[config.mk]
export PLATFORM = sky130hd
export DESIGN_NAME = reorder_buffer
export DESIGN_NICKNAME = d
export VERILOG_FILES = /design/src/rtl/rob_pkg.sv /design/src/rtl/rob_ptrs.sv /design/src/rtl/rob_storage.sv /design/src/rtl/rob_commit.sv /design/src/rtl/reorder_buffer.sv
export SDC_FILE = /design/constraint.sdc
export NUM_CORES = 1
export LEC_CHECK = 0
export BUFFER_PORTS_ARGS = -buffer_cell sky130_fd_sc_hd__buf_2
export CAP_MARGIN = 5
export CORE_MARGIN = 4
export CORE_UTILIZATION = 50
export CTS_CLUSTER_DIAMETER = 60
export DETAILED_ROUTE_END_ITERATION = 10
export PLACE_DENSITY = 0.75
export SLEW_MARGIN = 0
export SYNTH_ARGS = -nofsm -noshare
export SYNTH_HDL_FRONTEND = slang
export SYNTH_SLANG_ARGS = --single-unit
[constraint.sdc]
create_clock -name clk -period 5.96 [get_ports clk]
set_clock_uncertainty 0.15 [all_clocks]
set_input_delay 1.192 -clock clk [delete_from_list [all_inputs] [get_ports clk]]
set_output_delay 1.192 -clock clk [all_outputs]
set_load 0.03 [all_outputs]
[src/rtl/rob_pkg.sv]
// Package: shared kind encoding for the reorder buffer.
// Assumes two bits are enough for the three instruction kinds.
package rob_pkg;
    typedef enum logic [1:0] {
        ROB_REG    = 2'b00,
        ROB_STORE  = 2'b01,
        ROB_BRANCH = 2'b10
    } rob_kind_e;
endpackage

[src/rtl/rob_ptrs.sv]
// Module: head and tail pointers, each with one wrap bit.
// Assumes DEPTH is a power of two. A flush also pops the head, and both
// pointers then restart at the slot after the retiring head.
module rob_ptrs #(
    parameter int DEPTH = 8,
    localparam int IDX_W = $clog2(DEPTH)
) (
    input  logic             clk,
    input  logic             rst_n,
    input  logic             push,
    input  logic             pop,
    input  logic             clear,
    output logic [IDX_W-1:0] head_idx,
    output logic [IDX_W-1:0] tail_idx,
    output logic             full
);
    logic [IDX_W:0] head_q, tail_q;
    logic [IDX_W:0] head_nx;

    // Next head position after a retirement
    assign head_nx = head_q + 1'b1;

    // Pointer update: flush collapses the tail onto the new head
    always_ff @(posedge clk) begin
        if (!rst_n) begin
            head_q <= '0;
            tail_q <= '0;
        end else if (clear) begin
            head_q <= head_nx;
            tail_q <= head_nx;
        end else begin
            if (push) tail_q <= tail_q + 1'b1;
            if (pop)  head_q <= head_nx;
        end
    end

    // Full when the indices match and the wrap bits differ
    assign full     = (head_q[IDX_W] != tail_q[IDX_W]) &&
                      (head_q[IDX_W-1:0] == tail_q[IDX_W-1:0]);
    assign head_idx = head_q[IDX_W-1:0];
    assign tail_idx = tail_q[IDX_W-1:0];
endmodule

[src/rtl/rob_storage.sv]
// Module: slot array of the reorder buffer with result capture and
// tag-indexed lookup ports. Only busy slots accept broadcasts.
// Assumes the allocated slot and a broadcast never name the same slot
// in one cycle, since a slot cannot produce a result before it exists.
module rob_storage
    import rob_pkg::*;
#(
    parameter int DEPTH  = 8,
    parameter int DATA_W = 32,
    parameter int DEST_W = 32,
    parameter int NUM_LK = 2,
    localparam int IDX_W = $clog2(DEPTH)
) (
    input  logic                          clk,
    input  logic                          rst_n,
    input  logic                          alloc_en,
    input  logic [IDX_W-1:0]              alloc_idx,
    input  rob_kind_e                     alloc_kind,
    input  logic [DEST_W-1:0]             alloc_dest,
    input  logic                          wb_valid,
    input  logic [IDX_W-1:0]              wb_tag,
    input  logic [DATA_W-1:0]             wb_value,
    input  logic                          wb_mispredict,
    input  logic                          wb_exc,
    input  logic                          retire_en,
    input  logic                          clear_all,
    input  logic [IDX_W-1:0]              head_idx,
    input  logic [NUM_LK-1:0][IDX_W-1:0]  lk_tag,
    output logic [NUM_LK-1:0][DATA_W-1:0] lk_value,
    output logic [NUM_LK-1:0]             lk_ready,
    output logic                          head_busy,
    output logic                          head_ready,
    output rob_kind_e                     head_kind,
    output logic [DEST_W-1:0]             head_dest,
    output logic [DATA_W-1:0]             head_value,
    output logic                          head_misp,
    output logic                          head_exc,
    output logic [DEPTH-1:0]              busy_vec
);
    logic [DEPTH-1:0]  busy_q, ready_q, misp_q, exc_q;
    rob_kind_e         kind_q  [DEPTH];
    logic [DEST_W-1:0] dest_q  [DEPTH];
    logic [DATA_W-1:0] value_q [DEPTH];

    // Control bits: occupancy and completion per slot
    always_ff @(posedge clk) begin
        if (!rst_n) begin
            busy_q  <= '0;
            ready_q <= '0;
        end else begin
            for (int i = 0; i < DEPTH; i++) begin
                if (clear_all || (retire_en && head_idx == IDX_W'(i))) begin
                    busy_q[i]  <= 1'b0;
                    ready_q[i] <= 1'b0;
                end else if (alloc_en && alloc_idx == IDX_W'(i)) begin
                    busy_q[i]  <= 1'b1;
                    ready_q[i] <= 1'b0;
                end else if (wb_valid && wb_tag == IDX_W'(i) && busy_q[i]) begin
                    ready_q[i] <= 1'b1;
                end
            end
        end
    end

    // Payload: kind and destination at issue, result flags at broadcast
    always_ff @(posedge clk) begin
        for (int i = 0; i < DEPTH; i++) begin
            if (alloc_en && alloc_idx == IDX_W'(i)) begin
                kind_q[i] <= alloc_kind;
                dest_q[i] <= alloc_dest;
                misp_q[i] <= 1'b0;
                exc_q[i]  <= 1'b0;
            end else if (wb_valid && wb_tag == IDX_W'(i) && busy_q[i]) begin
                value_q[i] <= wb_value;
                misp_q[i]  <= wb_mispredict;
                exc_q[i]   <= wb_exc;
            end
        end
    end

    // Lookup ports with same-cycle broadcast forwarding
    for (genvar g = 0; g < NUM_LK; g++) begin : g_lk
        logic fwd;
        assign fwd         = wb_valid && (wb_tag == lk_tag[g]) && busy_q[lk_tag[g]];
        assign lk_value[g] = fwd ? wb_value : value_q[lk_tag[g]];
        assign lk_ready[g] = fwd | ready_q[lk_tag[g]];
    end

    // Head slot view for the commit stage
    assign head_busy  = busy_q[head_idx];
    assign head_ready = ready_q[head_idx];
    assign head_kind  = kind_q[head_idx];
    assign head_dest  = dest_q[head_idx];
    assign head_value = value_q[head_idx];
    assign head_misp  = misp_q[head_idx];
    assign head_exc   = exc_q[head_idx];
    assign busy_vec   = busy_q;
endmodule

[src/rtl/rob_commit.sv]
// Module: combinational retirement decision for the head slot.
// Assumes the head view is registered state, so no input-to-output path
// exists. A fault outranks every kind-specific action.
module rob_commit
    import rob_pkg::*;
#(
    parameter int DEPTH  = 8,
    parameter int DATA_W = 32,
    parameter int DEST_W = 32,
    localparam int IDX_W = $clog2(DEPTH)
) (
    input  logic              head_busy,
    input  logic              head_ready,
    input  rob_kind_e         head_kind,
    input  logic [DEST_W-1:0] head_dest,
    input  logic [DATA_W-1:0] head_value,
    input  logic              head_misp,
    input  logic              head_exc,
    input  logic [IDX_W-1:0]  head_idx,
    output logic              retire,
    output logic              clear,
    output logic              reg_we,
    output logic              mem_we,
    output logic              flush,
    output logic              exc,
    output logic [DEST_W-1:0] dest,
    output logic [DATA_W-1:0] data,
    output logic [IDX_W-1:0]  exc_idx
);
    logic fire;

    // Decode the head slot into exactly one commit action
    always_comb begin
        fire   = head_busy && head_ready;
        exc    = fire && head_exc;
        reg_we = fire && !head_exc && head_kind == ROB_REG;
        mem_we = fire && !head_exc && head_kind == ROB_STORE;
        flush  = fire && !head_exc && head_kind == ROB_BRANCH && head_misp;
        clear  = exc || flush;
        retire = fire;
    end

    assign dest    = head_dest;
    assign data    = head_value;
    assign exc_idx = head_idx;
endmodule

[src/rtl/reorder_buffer.sv]
// Module: reorder buffer top. Allocates slots in program order, captures
// broadcast results, serves operand lookups and retires from the head.
// Assumes one allocation and one broadcast per cycle; allocation is
// refused in any cycle that empties the buffer.
module reorder_buffer
    import rob_pkg::*;
#(
    parameter int DEPTH  = 8,
    parameter int DATA_W = 32,
    parameter int DEST_W = 32,
    parameter int NUM_LK = 2,
    localparam int IDX_W = $clog2(DEPTH)
) (
    input  logic                          clk,
    input  logic                          rst_n,
    input  logic                          alloc_valid,
    input  logic [1:0]                    alloc_kind,
    input  logic [DEST_W-1:0]             alloc_dest,
    output logic                          alloc_ready,
    output logic [IDX_W-1:0]              alloc_tag,
    input  logic                          wb_valid,
    input  logic [IDX_W-1:0]              wb_tag,
    input  logic [DATA_W-1:0]             wb_value,
    input  logic                          wb_mispredict,
    input  logic                          wb_exc,
    input  logic [NUM_LK-1:0][IDX_W-1:0]  lk_tag,
    output logic [NUM_LK-1:0][DATA_W-1:0] lk_value,
    output logic [NUM_LK-1:0]             lk_ready,
    output logic                          cm_retire,
    output logic                          cm_reg_we,
    output logic [DEST_W-1:0]             cm_reg_dest,
    output logic [DATA_W-1:0]             cm_reg_data,
    output logic                          cm_mem_we,
    output logic [DEST_W-1:0]             cm_mem_addr,
    output logic [DATA_W-1:0]             cm_mem_data,
    output logic                          flush_valid,
    output logic [DATA_W-1:0]             flush_target,
    output logic                          exc_valid,
    output logic [IDX_W-1:0]              exc_tag
);
    logic              full, clear, alloc_fire;
    logic [IDX_W-1:0]  head_idx, tail_idx;
    logic              head_busy, head_ready, head_misp, head_exc;
    rob_kind_e         head_kind;
    logic [DEST_W-1:0] head_dest, cm_dest;
    logic [DATA_W-1:0] head_value, cm_data;
    logic [DEPTH-1:0]  busy_vec;

    // Grant when a slot is free and no flush empties the buffer
    assign alloc_ready = !full && !clear;
    assign alloc_fire  = alloc_valid && alloc_ready;
    assign alloc_tag   = tail_idx;

    rob_ptrs #(.DEPTH(DEPTH)) u_ptrs (
        .clk      (clk),
        .rst_n    (rst_n),
        .push     (alloc_fire),
        .pop      (cm_retire),
        .clear    (clear),
        .head_idx (head_idx),
        .tail_idx (tail_idx),
        .full     (full)
    );

    rob_storage #(
        .DEPTH(DEPTH), .DATA_W(DATA_W), .DEST_W(DEST_W), .NUM_LK(NUM_LK)
    ) u_store (
        .clk           (clk),
        .rst_n         (rst_n),
        .alloc_en      (alloc_fire),
        .alloc_idx     (tail_idx),
        .alloc_kind    (rob_kind_e'(alloc_kind)),
        .alloc_dest    (alloc_dest),
        .wb_valid      (wb_valid),
        .wb_tag        (wb_tag),
        .wb_value      (wb_value),
        .wb_mispredict (wb_mispredict),
        .wb_exc        (wb_exc),
        .retire_en     (cm_retire),
        .clear_all     (clear),
        .head_idx      (head_idx),
        .lk_tag        (lk_tag),
        .lk_value      (lk_value),
        .lk_ready      (lk_ready),
        .head_busy     (head_busy),
        .head_ready    (head_ready),
        .head_kind     (head_kind),
        .head_dest     (head_dest),
        .head_value    (head_value),
        .head_misp     (head_misp),
        .head_exc      (head_exc),
        .busy_vec      (busy_vec)
    );

    rob_commit #(.DEPTH(DEPTH), .DATA_W(DATA_W), .DEST_W(DEST_W)) u_commit (
        .head_busy  (head_busy),
        .head_ready (head_ready),
        .head_kind  (head_kind),
        .head_dest  (head_dest),
        .head_value (head_value),
        .head_misp  (head_misp),
        .head_exc   (head_exc),
        .head_idx   (head_idx),
        .retire     (cm_retire),
        .clear      (clear),
        .reg_we     (cm_reg_we),
        .mem_we     (cm_mem_we),
        .flush      (flush_valid),
        .exc        (exc_valid),
        .dest       (cm_dest),
        .data       (cm_data),
        .exc_idx    (exc_tag)
    );

    // Commit buses share the head destination and value
    assign cm_reg_dest  = cm_dest;
    assign cm_reg_data  = cm_data;
    assign cm_mem_addr  = cm_dest;
    assign cm_mem_data  = cm_data;
    assign flush_target = cm_data;
endmodule


# Yosys cells after proc, flatten, opt, wreduce, memory -nomap -nowiden
# Memories as Yosys holds them, arrays and structs flattened. A register that Yosys moved wholly into a read port is not among the register bits.
# Cells that the tools add are included.
[word_totals]
n_memories = 3
ram_bits = 528
wordCells = 304
out_inout_bits = 238
regBits = 40
[classes]
n_lt_le_gt_ge = 3
n_addsub = 2
eq_ne = 27
muxes = 131
n_bitwise = 3
reduce_logical = 101
[memory_table]
columns = ["memory", "words", "width", "read_ports", "rd_clocked_by_memory_dff", "write_ports", "line", "text"]
rows = [
  ["u_store.dest_q", 8, 32, 1, 1, 1, "rob_storage.sv:42", "logic [DEST_W-1:0] dest_q [DEPTH];"],
  ["u_store.value_q", 8, 32, 3, 1, 1, "rob_storage.sv:43", "logic [DATA_W-1:0] value_q [DEPTH];"],
  ["u_store.kind_q", 8, 2, 1, 1, 1, "rob_storage.sv:41", "rob_kind_e kind_q [DEPTH];"],
]
[ops]
columns = ["operator", "count"]
rows = [
  ["$mux 32", 16],
  ["$reduce_or 32->1", 14],
  ["$mux 3", 27],
  ["$mux 1", 69],
  ["$logic_and 1x1->1", 46],
  ["$eq 3x3->1 const B", 12],
  ["$reduce_or 2->1", 15],
  ["$bmux 1 s3", 8],
  ["$reduce_or 3->1", 8],
  ["$eq 3x2->1 const B", 6],
  ["$mux 4", 4],
  ["$mux 2", 7],
  ["$lt 3x4->1 const B", 3],
  ["$eq 3x1->1 const B", 3],
  ["$eq 3x3->1", 3],
  ["$logic_not 3->1", 3],
  ["$logic_or 1x1->1", 9],
  ["$add 4x1->4 const B", 2],
  ["$reduce_bool 2->1", 2],
  ["$logic_not 1->1", 3],
  ["$eq 2x1->1 const B", 1],
  ["$eq 2x2->1 const B", 1],
  ["$logic_not 2->1", 1],
  ["$or 1x1->1", 2],
  ["other kinds (2)", 2],
]

# Logic depth before layout (Yosys ltp)
# Gate-level depths: netlist of run 1.
[logic_depth]
depth_word = 21
mapped_depth = 8
depth_no_buf = 6

# Modules after synthesis
# Synthesis of run 1 repeated with hierarchy kept, for this count alone.
[unflattened]
hier_cells = 1481
hier_area_um2 = 28534.9
[modules_own_cells]
columns = ["mod", "area_per_inst_um2", "cells_per_inst", "seq_area_each_um2", "n_inst"]
rows = [
  ["rob_storage", 26738.1, 1252, 16495.8, 1],
  ["reorder_buffer", 737.0, 98, 0.0, 1],
  ["rob_commit", 559.3, 76, 0.0, 1],
  ["rob_ptrs", 500.5, 55, 160.2, 1],
]

# Least setup slack after synthesis of run 1
# No wires, ideal clock.
[synth_path]
kind = "register to register"
start = "register u_ptrs.head_q[0]"
end = "memory u_store.value_q[0][0] (enable)"
period_less_slack_ps = 5486
arrival_time_ps = 4785
path_stages_with_launch = 8
setup_time_ps = 551
setup_slack_ps = 474
t_required_ps = 5259
path_buffers = 1
path_cell_list = "dfxtp_1 -> buf_4 -> inv_1 -> mux4_2 -> mux2i_2 -> inv_2 -> a21oi_1 -> nor2_1"
[synth_via]
elab_chain_cells = 21
word_cells_on_any_way = 66
classes_between = "1 x eq/ne; 38 x mux; 27 x reduce/logical"
[synth_rtl]
columns = ["element", "line", "text"]
rows = [
  ["from (decl)", "rob_ptrs.sv:17", "logic [IDX_W:0] head_q, tail_q;"],
  ["from (signal assigned)", "rob_ptrs.sv:29", "head_q <= head_nx;"],
  ["from (signal assigned)", "rob_ptrs.sv:33", "if (pop) head_q <= head_nx;"],
  ["$bmux 1 s3, on equally long branches", "rob_storage.sv:90, rob_storage.sv:91, rob_storage.sv:96", ""],
  ["$mux 1, on equally long branches", "rob_storage.sv:90, rob_storage.sv:91, rob_storage.sv:96", ""],
  ["$logic_and 1x1->1 / $logic_not 1->1 (equally long branches)", "rob_commit.sv:34, rob_commit.sv:38", ""],
  ["$logic_and 1x1->1 (3 in series)", "rob_commit.sv:38", "flush = fire && !head_exc && head_kind == ROB_BRANCH && head_misp;"],
  ["$logic_or 1x1->1", "rob_commit.sv:39", "clear = exc || flush;"],
  ["$logic_not 1->1", "reorder_buffer.sv:50", "assign alloc_ready = !full && !clear;"],
  ["$logic_and 1x1->1 *", "reorder_buffer.sv:50", ""],
  ["$logic_and 1x1->1 *", "reorder_buffer.sv:51", "assign alloc_fire = alloc_valid && alloc_ready;"],
  ["$logic_and 1x1->1", "rob_storage.sv:68", "if (alloc_en && alloc_idx == IDX_W'(i)) begin"],
  ["$mux 1", "rob_storage.sv:68", ""],
  ["$mux 1 (implied by the code)", "rob_storage.sv:74", "value_q[i] <= wb_value;"],
  ["$reduce_or 32->1 (no line)", "-", ""],
  ["$mux 3 (no line) / $mux 1 (equally long branches) (7 in series)", "-", ""],
  ["to (decl)", "rob_storage.sv:43", ""],
]
# Every way passes the cells marked *; elsewhere a longest branch is shown, timed or not. The select of a mux whose other input is x is not followed.

# Worst setup path in the final report of run 1
[layout_path]
start = "register u_ptrs.head_q[0]"
end = "output alloc_ready"
[layout_via]
elab_chain_cells = 9
word_cells_on_any_way = 20
classes_between = "1 x eq/ne; 8 x mux; 11 x reduce/logical"
[layout_rtl]
columns = ["element", "line", "text"]
rows = [
  ["$bmux 1 s3, on equally long branches", "rob_storage.sv:90, rob_storage.sv:91, rob_storage.sv:96", ""],
  ["$mux 1, on equally long branches", "rob_storage.sv:90, rob_storage.sv:91, rob_storage.sv:96", ""],
  ["$logic_and 1x1->1 / $logic_not 1->1 (equally long branches)", "rob_commit.sv:34, rob_commit.sv:38", ""],
  ["$logic_and 1x1->1 (3 in series)", "rob_commit.sv:38", ""],
  ["$logic_or 1x1->1", "rob_commit.sv:39", ""],
  ["$logic_not 1->1", "reorder_buffer.sv:50", ""],
  ["$logic_and 1x1->1 *", "reorder_buffer.sv:50", ""],
  ["to (decl)", "reorder_buffer.sv:19", "output logic alloc_ready,"],
]
# Marked as above.

==> results of run 1 <==
-- state kept, by name, summed over array words and instances (netlist names), named ones only --
| register | flops |
|---|---|
| u_ptrs.head_q | 4 |
| u_ptrs.tail_q | 4 |
| u_store.busy_vec | 8 |
| u_store.dest_q | 256 |
| u_store.exc_q | 8 |
| u_store.kind_q | 16 |
| u_store.misp_q | 8 |
| u_store.ready_q | 8 |
| u_store.value_q | 256 |
-- through the flow --
stage | instances | setup WS, ps | total power, mW
3_5_place_dp | 2293 | 1053 | 5.254
6_report | 2411 | 745.2 | 8.797
5_1_grt | 2404 | 477.8 | 9.110
2_1_floorplan | 1445 | 474.3 | 5.041
4_1_cts | 2403 | 685.2 | 8.887
3_3_place_gp | 2293 | 1074 | 5.240
-- how the worst max path moves through the flow --
stage                                   from                         endpoint  cells after the start
2_1_floorplan  u_ptrs.head_q[0]$_SDFFE_PN0N_  u_store.value_q[0][0]$_DFFE_PP_                      7
3_3_place_gp                       lk_tag[0]                      lk_value[0]                      6
3_5_place_dp                       lk_tag[0]                      lk_value[0]                      6
4_1_cts        u_ptrs.head_q[0]$_SDFFE_PN0N_                      alloc_ready                      7
5_1_grt        u_ptrs.head_q[0]$_SDFFE_PN0N_                      alloc_ready                      7
6_report       u_ptrs.head_q[0]$_SDFFE_PN0N_                      alloc_ready                      7
-- cell usage in the layout (no fill, tap or decap), types with 3 or more instances in the layout --
| master | instances |
|---|---|
| and3_1 | 3 |
| diode_2 | 8 |
| nand4_1 | 8 |
| buf_12 | 3 |
| xnor2_1 | 8 |
| inv_1 | 14 |
| xor2_1 | 3 |
| nand2_1 | 14 |
| ha_1 | 12 |
| a31oi_1 | 4 |
| nor2_1 | 23 |
| dfxtp_1 | 40 |
| nor2_4 | 10 |
| clkbuf_16 | 60 |
| nor2b_1 | 5 |
| a21oi_1 | 5 |
| mux4_2 | 274 |
| a21oi_4 | 8 |
| clkinv_1 | 15 |
| nor3_1 | 11 |
| clkinv_2 | 10 |
| buf_4 | 30 |
| nand3_1 | 12 |
| bufinv_16 | 5 |
| edfxtp_1 | 528 |
| mux2i_1 | 21 |
| mux2_2 | 194 |
| o2111a_1 | 5 |
| clkinvlp_4 | 3 |
| and2_1 | 11 |
| dfxtp_4 | 3 |
| a2111oi_0 | 3 |
| clkbuf_1 | 8 |
| clkinv_4 | 3 |
| buf_2 | 316 |
| a22o_1 | 3 |
-- metal layers --
metal | wire (µm) | track usage [%] | up-vias
li1 | - | - | 6371
met1 | 25200 | 28.32 | 7859
met2 | 32860 | 37.14 | 608
met3 | 5152 | 5.375 | 103
met4 | 1502 | 5.704 | 16
met5 | 85 | 0 | -
-- worst max-delay path, stage by stage, from the launching register on --
cell and delay (ps):
dfxtp_1 710, inv_1 320, mux4_2 560, mux2i_2 520, inv_2 400, nand2_1 390, and2_1 170, buf_2 200
-- logic make-up after synthesis --
group	count (synthesis)	synth area share [%]
DFF	571	60.59
AOI/OAI and AO/OA	41	1.134
buffers and inverters	213	4.354
xor gates and xnor gates	11	0.3492
muxes	490	31.10
adders and majority gates	12	0.5442
and+or+nand+nor	107	1.936
-- power breakdown --
part	internal (mW)	switching [mW]
sequential	4.43	0.0193
combinational	0.271	0.442
clock	2.08	1.55
-- final cells by class --
class                   count  area, µm²  area share [%]
repair buffers            349       1867           5.961
inverters                  16      60.06          0.1918
diodes                      8      20.02         0.06392
multi-input cells         661       9834           31.40
clock buffers              68       1531           4.890
flip-flops and latches    571      16730           53.41
well taps                 696      870.8           2.781
clock inverters            42      406.6           1.298
==> summary.txt, run 1 <==
Setup path
  – Worst Path Required: 4620 ps
  – Worst reg-to-reg path cell count: 6
  – Worst Path Arrival: 3870 ps
  – Crit-path max FO: 17
  – R2r setup slk: about 1800 ps
  – Crit end category: primary output
  – Reg2reg start: u_ptrs.head_q[0]$_SDFFE_PN0N_
  – Critical path startpoint category: flip-flop
  – R2R Path End: u_store.dest_q[1][27]$_DFFE_PP_
  – Crit Path Category: reg -> out

Outcome
  – Status: completed

Clocking
  – Setup bufs post-CTS: 0
  – Worst-path clk slew: 60 ps
  – H-tree levels: 2
  – Worst skew pair latency: roughly 630 ps
  – CTS tree: built
  – Clock Path Buffers: 3
  – CTS buffer count: just under 60
  – Root Buffer: clkbuf_16
  – Cts hold-fix bufs: 0
  – Clock sink count: 571
  – Post-cts sizing count: 0

Synthesis
  – Top-count cell post-synth: edfxtp_1
  – Avg Cell Area, Syn: roughly 19 µm²
  – Post-synthesis cell type count: 45
  – Synth top cells by count: edfxtp_1 (528), mux4_2 (274), mux2_2 (194)
  – Post-synth top area share: 57.47%
  – Register bit count reported by yosys: approximately 570
  – Cell Area, Synth: around 0.028 mm²
  – Yosys top cell by area: edfxtp_1
  – Sequential fraction of the synthesis area: 60.59%
  – Async SR Flop Fraction: 0%
  – Yosys Warn Count: 0
  – Syn Inst Count: about 1,400
  – Syn nets: between 1,500 and 2,000
  – Post-synth EDFFs: between 500 and 600
  – Area contributors post-synth: edfxtp_1 (57%), mux4_2 (22%), mux2_2 (7.9%)
  – Main synth FF type: edfxtp_1

Global route
  – Initial antenna violation count: 13
  – First-pass GRT wire length: roughly 100 mm
  – Total GRT Usage: ~22%
  – Largest net degree at the start of global routing: 69
  – Grt ovf: 0
  – Vias in the first global route: between 15,000 and 20,000

Job
  – Max-cap violations: 0

Drt
  – Routed Antenna Nets: 0
  – DR pass1 iterations: 5
  – Post-Route WL: about 65 mm
  – Drt via density: ~6.2
  – Avg WL per Cell: ~27 µm
  – Via count: about 15,000
  – Initial DRC count: between 1,000 and 1,500
  – Drt drc: 0

Floorplan
  – Number of cell rows: between 80 and 90
  – Die Span Y: ~240 µm
  – Die ar.: 0.05900 mm²
  – Core area: roughly 0.054 mm²
  – Initial Util: around 50%
  – IO Pins: about 320
  – Die Wd: ~240 µm

Min path
  – Hold Crit Endpoint: u_store.misp_q[0]$_SDFFE_PP0P_
  – Hold Path Stages: 2
  – Hold Path Origin: u_store.misp_q[0]$_SDFFE_PP0P_
  – HP Class: reg -> reg

STA
  – Hold WS: roughly 350 ps
  – Final setup TNS: 0 ps
  – Final Hold Fails: 0
  – Tmin final: roughly 5200 ps
  – Final setup viols: 0
  – RSZ-0062 raised after global routing: no
  – Slew HR: 24.35%
  – Pins Over Slew Limit: 0
  – Part of the cycle the worst path needs: about 90%
  – Worst slew pin tran: 1132 ps
  – Fmax: 191.8 MHz

Final layout
  – Util after Layout: just under 60%
  – Filler Cell Count: approximately 4,000
  – P&R area growth vs syn: 13.51%
  – Nets: between 1,500 and 2,000
  – Post-route design area: between 0.03 and 0.04 mm²
  – Proportion of layout cells with a drive suffix above 1: 54.42%

Placement
  – DP Area: between 0.02 and 0.03 mm²
  – Placer congestion estimate: approximately 0.82
  – Final HPWL DP: 38.31 mm
  – Port Buffer Count: between 300 and 400

Power
  – Cell leakage power: around 10 nW
  – PwrDens: between 200 and 300 mW/mm²
  – Peak VDD IR: approximately 0.00028 V
Note: power is estimated with default switching activity, not from simulation.
==> inputs of run 2 (changes only) <==
--- a/config.mk
+++ b/config.mk
@@ -5,7 +5,7 @@
 export SDC_FILE = /design/constraint.sdc
 export NUM_CORES = 1
 export LEC_CHECK = 0
-export BUFFER_PORTS_ARGS = -buffer_cell sky130_fd_sc_hd__buf_2
+export BUFFER_PORTS_ARGS = -buffer_cell sky130_fd_sc_hd__buf_4
 export CAP_MARGIN = 5
 export CORE_MARGIN = 4
 export CORE_UTILIZATION = 50
==> run 2 against run 1 <==
  * Die area is the same
  * Largest power group unchanged
  * Sequential power hardly changed
  * Largest cell class unchanged
  * First-iteration DRC count increased by 2.3%
  * Non-clock buffer count up 2
  * Via count up 0.27%
==> summary.txt, run 2 (same netlist as run 1, synthesis figures left out) <==
Outcome
  – Status: completed (unchanged)

Power
  – PwrDens: 284.1 mW/mm² (was 280.9 mW/mm²)
  – Cell leakage power: 10.77 nW (was 10.41 nW)
  – Peak VDD IR: 0.0002494 V (was 0.0002778 V)

Placement
  – Final HPWL DP: 38.33 mm (was 38.31 mm)
  – Dpl cells: 2,295 (was 2,293)
  – Port Buffer Count: 318 (unchanged)
  – Placer congestion estimate: 0.8218 (was 0.8216)
  – Setup WS pre-CTS: 1012 ps (was 1053 ps)

Drt
  – Drt via density: 6.223 (was 6.204)
  – Drt drc: 0 (unchanged)
  – Via count: 15,000 (was 14,960)
  – Post-Route WL: 64.78 mm (was 64.81 mm)
  – Avg WL per Cell: 26.88 µm (about the same)
  – Initial DRC count: 1,196 (was 1,169)
  – DR pass1 iterations: 7 (was 5)
  – Routed Antenna Nets: 0 (unchanged)

Final layout
  – Nets: 1,754 (was 1,750)
  – Most frequent cells in the layout: edfxtp_1 (528), buf_4 (348), mux4_2 (274), mux2_2 (194), clkbuf_16 (61) (was edfxtp_1 (528), buf_2 (316), mux4_2 (274), mux2_2 (194), clkbuf_16 (60))
  – Filler Cell Count: 3,894 (was 4,018)
  – Proportion of layout cells with a drive suffix above 1: 54.96% (was 54.42%)
  – Final cell count without fillers: 2,410 (was 2,411)
  – Most common cell after layout, fill and taps aside: edfxtp_1 (unchanged)
  – Util after Layout: 59.51% (was 57.74%)
  – Top Registers: u_store.dest_q x256, u_store.value_q x256, u_store.kind_q x16 (unchanged)
  – Area of the multi-input gates: 0.009834 mm² (unchanged)
  – P&R area growth vs syn: 16.99% (was 13.51%)
  – Register area: 0.01673 mm² (unchanged)

Global route
  – Largest net degree at the start of global routing: 69 (unchanged)
  – Grt ovf: 0 (unchanged)
  – Vias in the first global route: 15,870 (was 15,620)
  – Total GRT Usage: 21.77% (was 21.78%)
  – First-pass GRT wire length: 97.70 mm (was 97.59 mm)
  – Initial antenna violation count: 3 (was 13)

Clocking
  – Cts hold-fix bufs: 0 (unchanged)
  – Clock sink count: 571 (unchanged)
  – Root Buffer: clkbuf_16 (unchanged)
  – Clock Path Buffers: 3 (unchanged)
  – CTS buffer count: 60 (was 58)
  – CTS tree: built (unchanged)
  – Worst skew pair latency: 620 ps (was 630 ps)
  – H-tree levels: 2 (unchanged)
  – Worst-path clk slew: 60 ps (about the same)
  – Setup bufs post-CTS: 0 (unchanged)
  – Post-cts sizing count: 0 (unchanged)

Setup path
  – Worst Path Arrival: 3690 ps (was 3870 ps)
  – Crit-path max FO: 17 (unchanged)
  – Critical path startpoint category: flip-flop (unchanged)
  – Worst Path Required: 4620 ps (about the same)
  – Crit Path Category: reg -> out (unchanged)
  – Crit end category: primary output (unchanged)

STA
  – Pins Over Slew Limit: 0 (unchanged)
  – Final Hold Fails: 0 (unchanged)
  – Part of the cycle the worst path needs: 84.42% (was 87.50%)
  – Hold WS: 348.2 ps (was 346.4 ps)
  – Final setup TNS: 0 ps (unchanged)
  – Slew HR: 26.06% (was 24.35%)
  – Final setup viols: 0 (unchanged)
  – Final setup margin: 928.6 ps (was 745.2 ps)
  – Tmin final: 5031 ps (was 5215 ps)
  – RSZ-0062 raised after global routing: no (unchanged)
  – Fmax: 198.8 MHz (was 191.8 MHz)
  – Worst slew pin tran: 1106 ps (was 1132 ps)

Min path
  – HP Class: reg -> reg (unchanged)

Floorplan
  – Core area: 0.05424 mm² (unchanged)
  – IO Pins: 319 (unchanged)
  – Number of cell rows: 85 (unchanged)
  – Die Span Y: 242.9 µm (unchanged)
  – Die ar.: 0.05900 mm² (unchanged)
  – Initial Util: 50.87% (unchanged)
  – Die Wd: 242.9 µm (unchanged)

Job
  – Max-cap violations: 0 (unchanged)
[run 2: final cells by class]
| class | instances | area share (%) |
|---|---|---|
| Timing Repair Buffer | 351 | 8.280 |
| Clock inverter | 40 | 1.601 |
| Sequential cell | 571 | 51.82 |
| Antenna cell | 2 | 0.01551 |
| Inverter | 16 | 0.1861 |
| Tap cell | 696 | 2.698 |
| Clock buffer | 73 | 4.931 |
| Multi-Input combinational cell | 661 | 30.47 |
[run 2: metal layers]
layer,vias to the layer above,part of all wire (%),GRT usage (%),wire [µm]
met5,-,0.011,0,7
li1,6366,-,-,-
met4,2,2.6,6.060,1676
met3,127,8.5,5.154,5511
met1,7856,37,27.09,23970
met2,647,52,38.43,33620
[run 2: metrics by stage]
stage	instance area [µm²]	total power, mW
after floorplan	27590	5.041
after global placement	30170	5.306
after detailed placement	30170	5.319
after CTS	32270	9.253
after global routing	32270	9.481
final	32280	9.169
[run 2: critical path: stages, from the launching register on]
cell and delay (ps):
dfxtp_1 740, inv_1 220, mux4_2 400, mux2i_2 510, inv_2 390, nand2_1 400
and2_1 230, buf_4 170
[run 2: worst paths after layout]
path | from | end | slack (ps) | depth (start not counted)
min | u_store.exc_q[0]$_SDFFE_PP0P_ | u_store.exc_q[0]$_SDFFE_PP0P_ | 350 | 2
max | u_ptrs.head_q[1]$_SDFFE_PN0N_ | alloc_ready | 930 | 7
max reg2reg | u_ptrs.head_q[1]$_SDFFE_PN0N_ | u_store.value_q[3][9]$_DFFE_PP_ | 2130 | 8
min reg2reg | u_store.exc_q[0]$_SDFFE_PP0P_ | u_store.exc_q[0]$_SDFFE_PP0P_ | 350 | 2
[run 2: power breakdown]
group          internal, mW  switching (mW)  total, mW  leakage (nW)
Clock                  2.39            1.55       3.94          1.04
Sequential             4.43          0.0192       4.45          5.12
Combinational         0.329           0.448      0.778          4.62
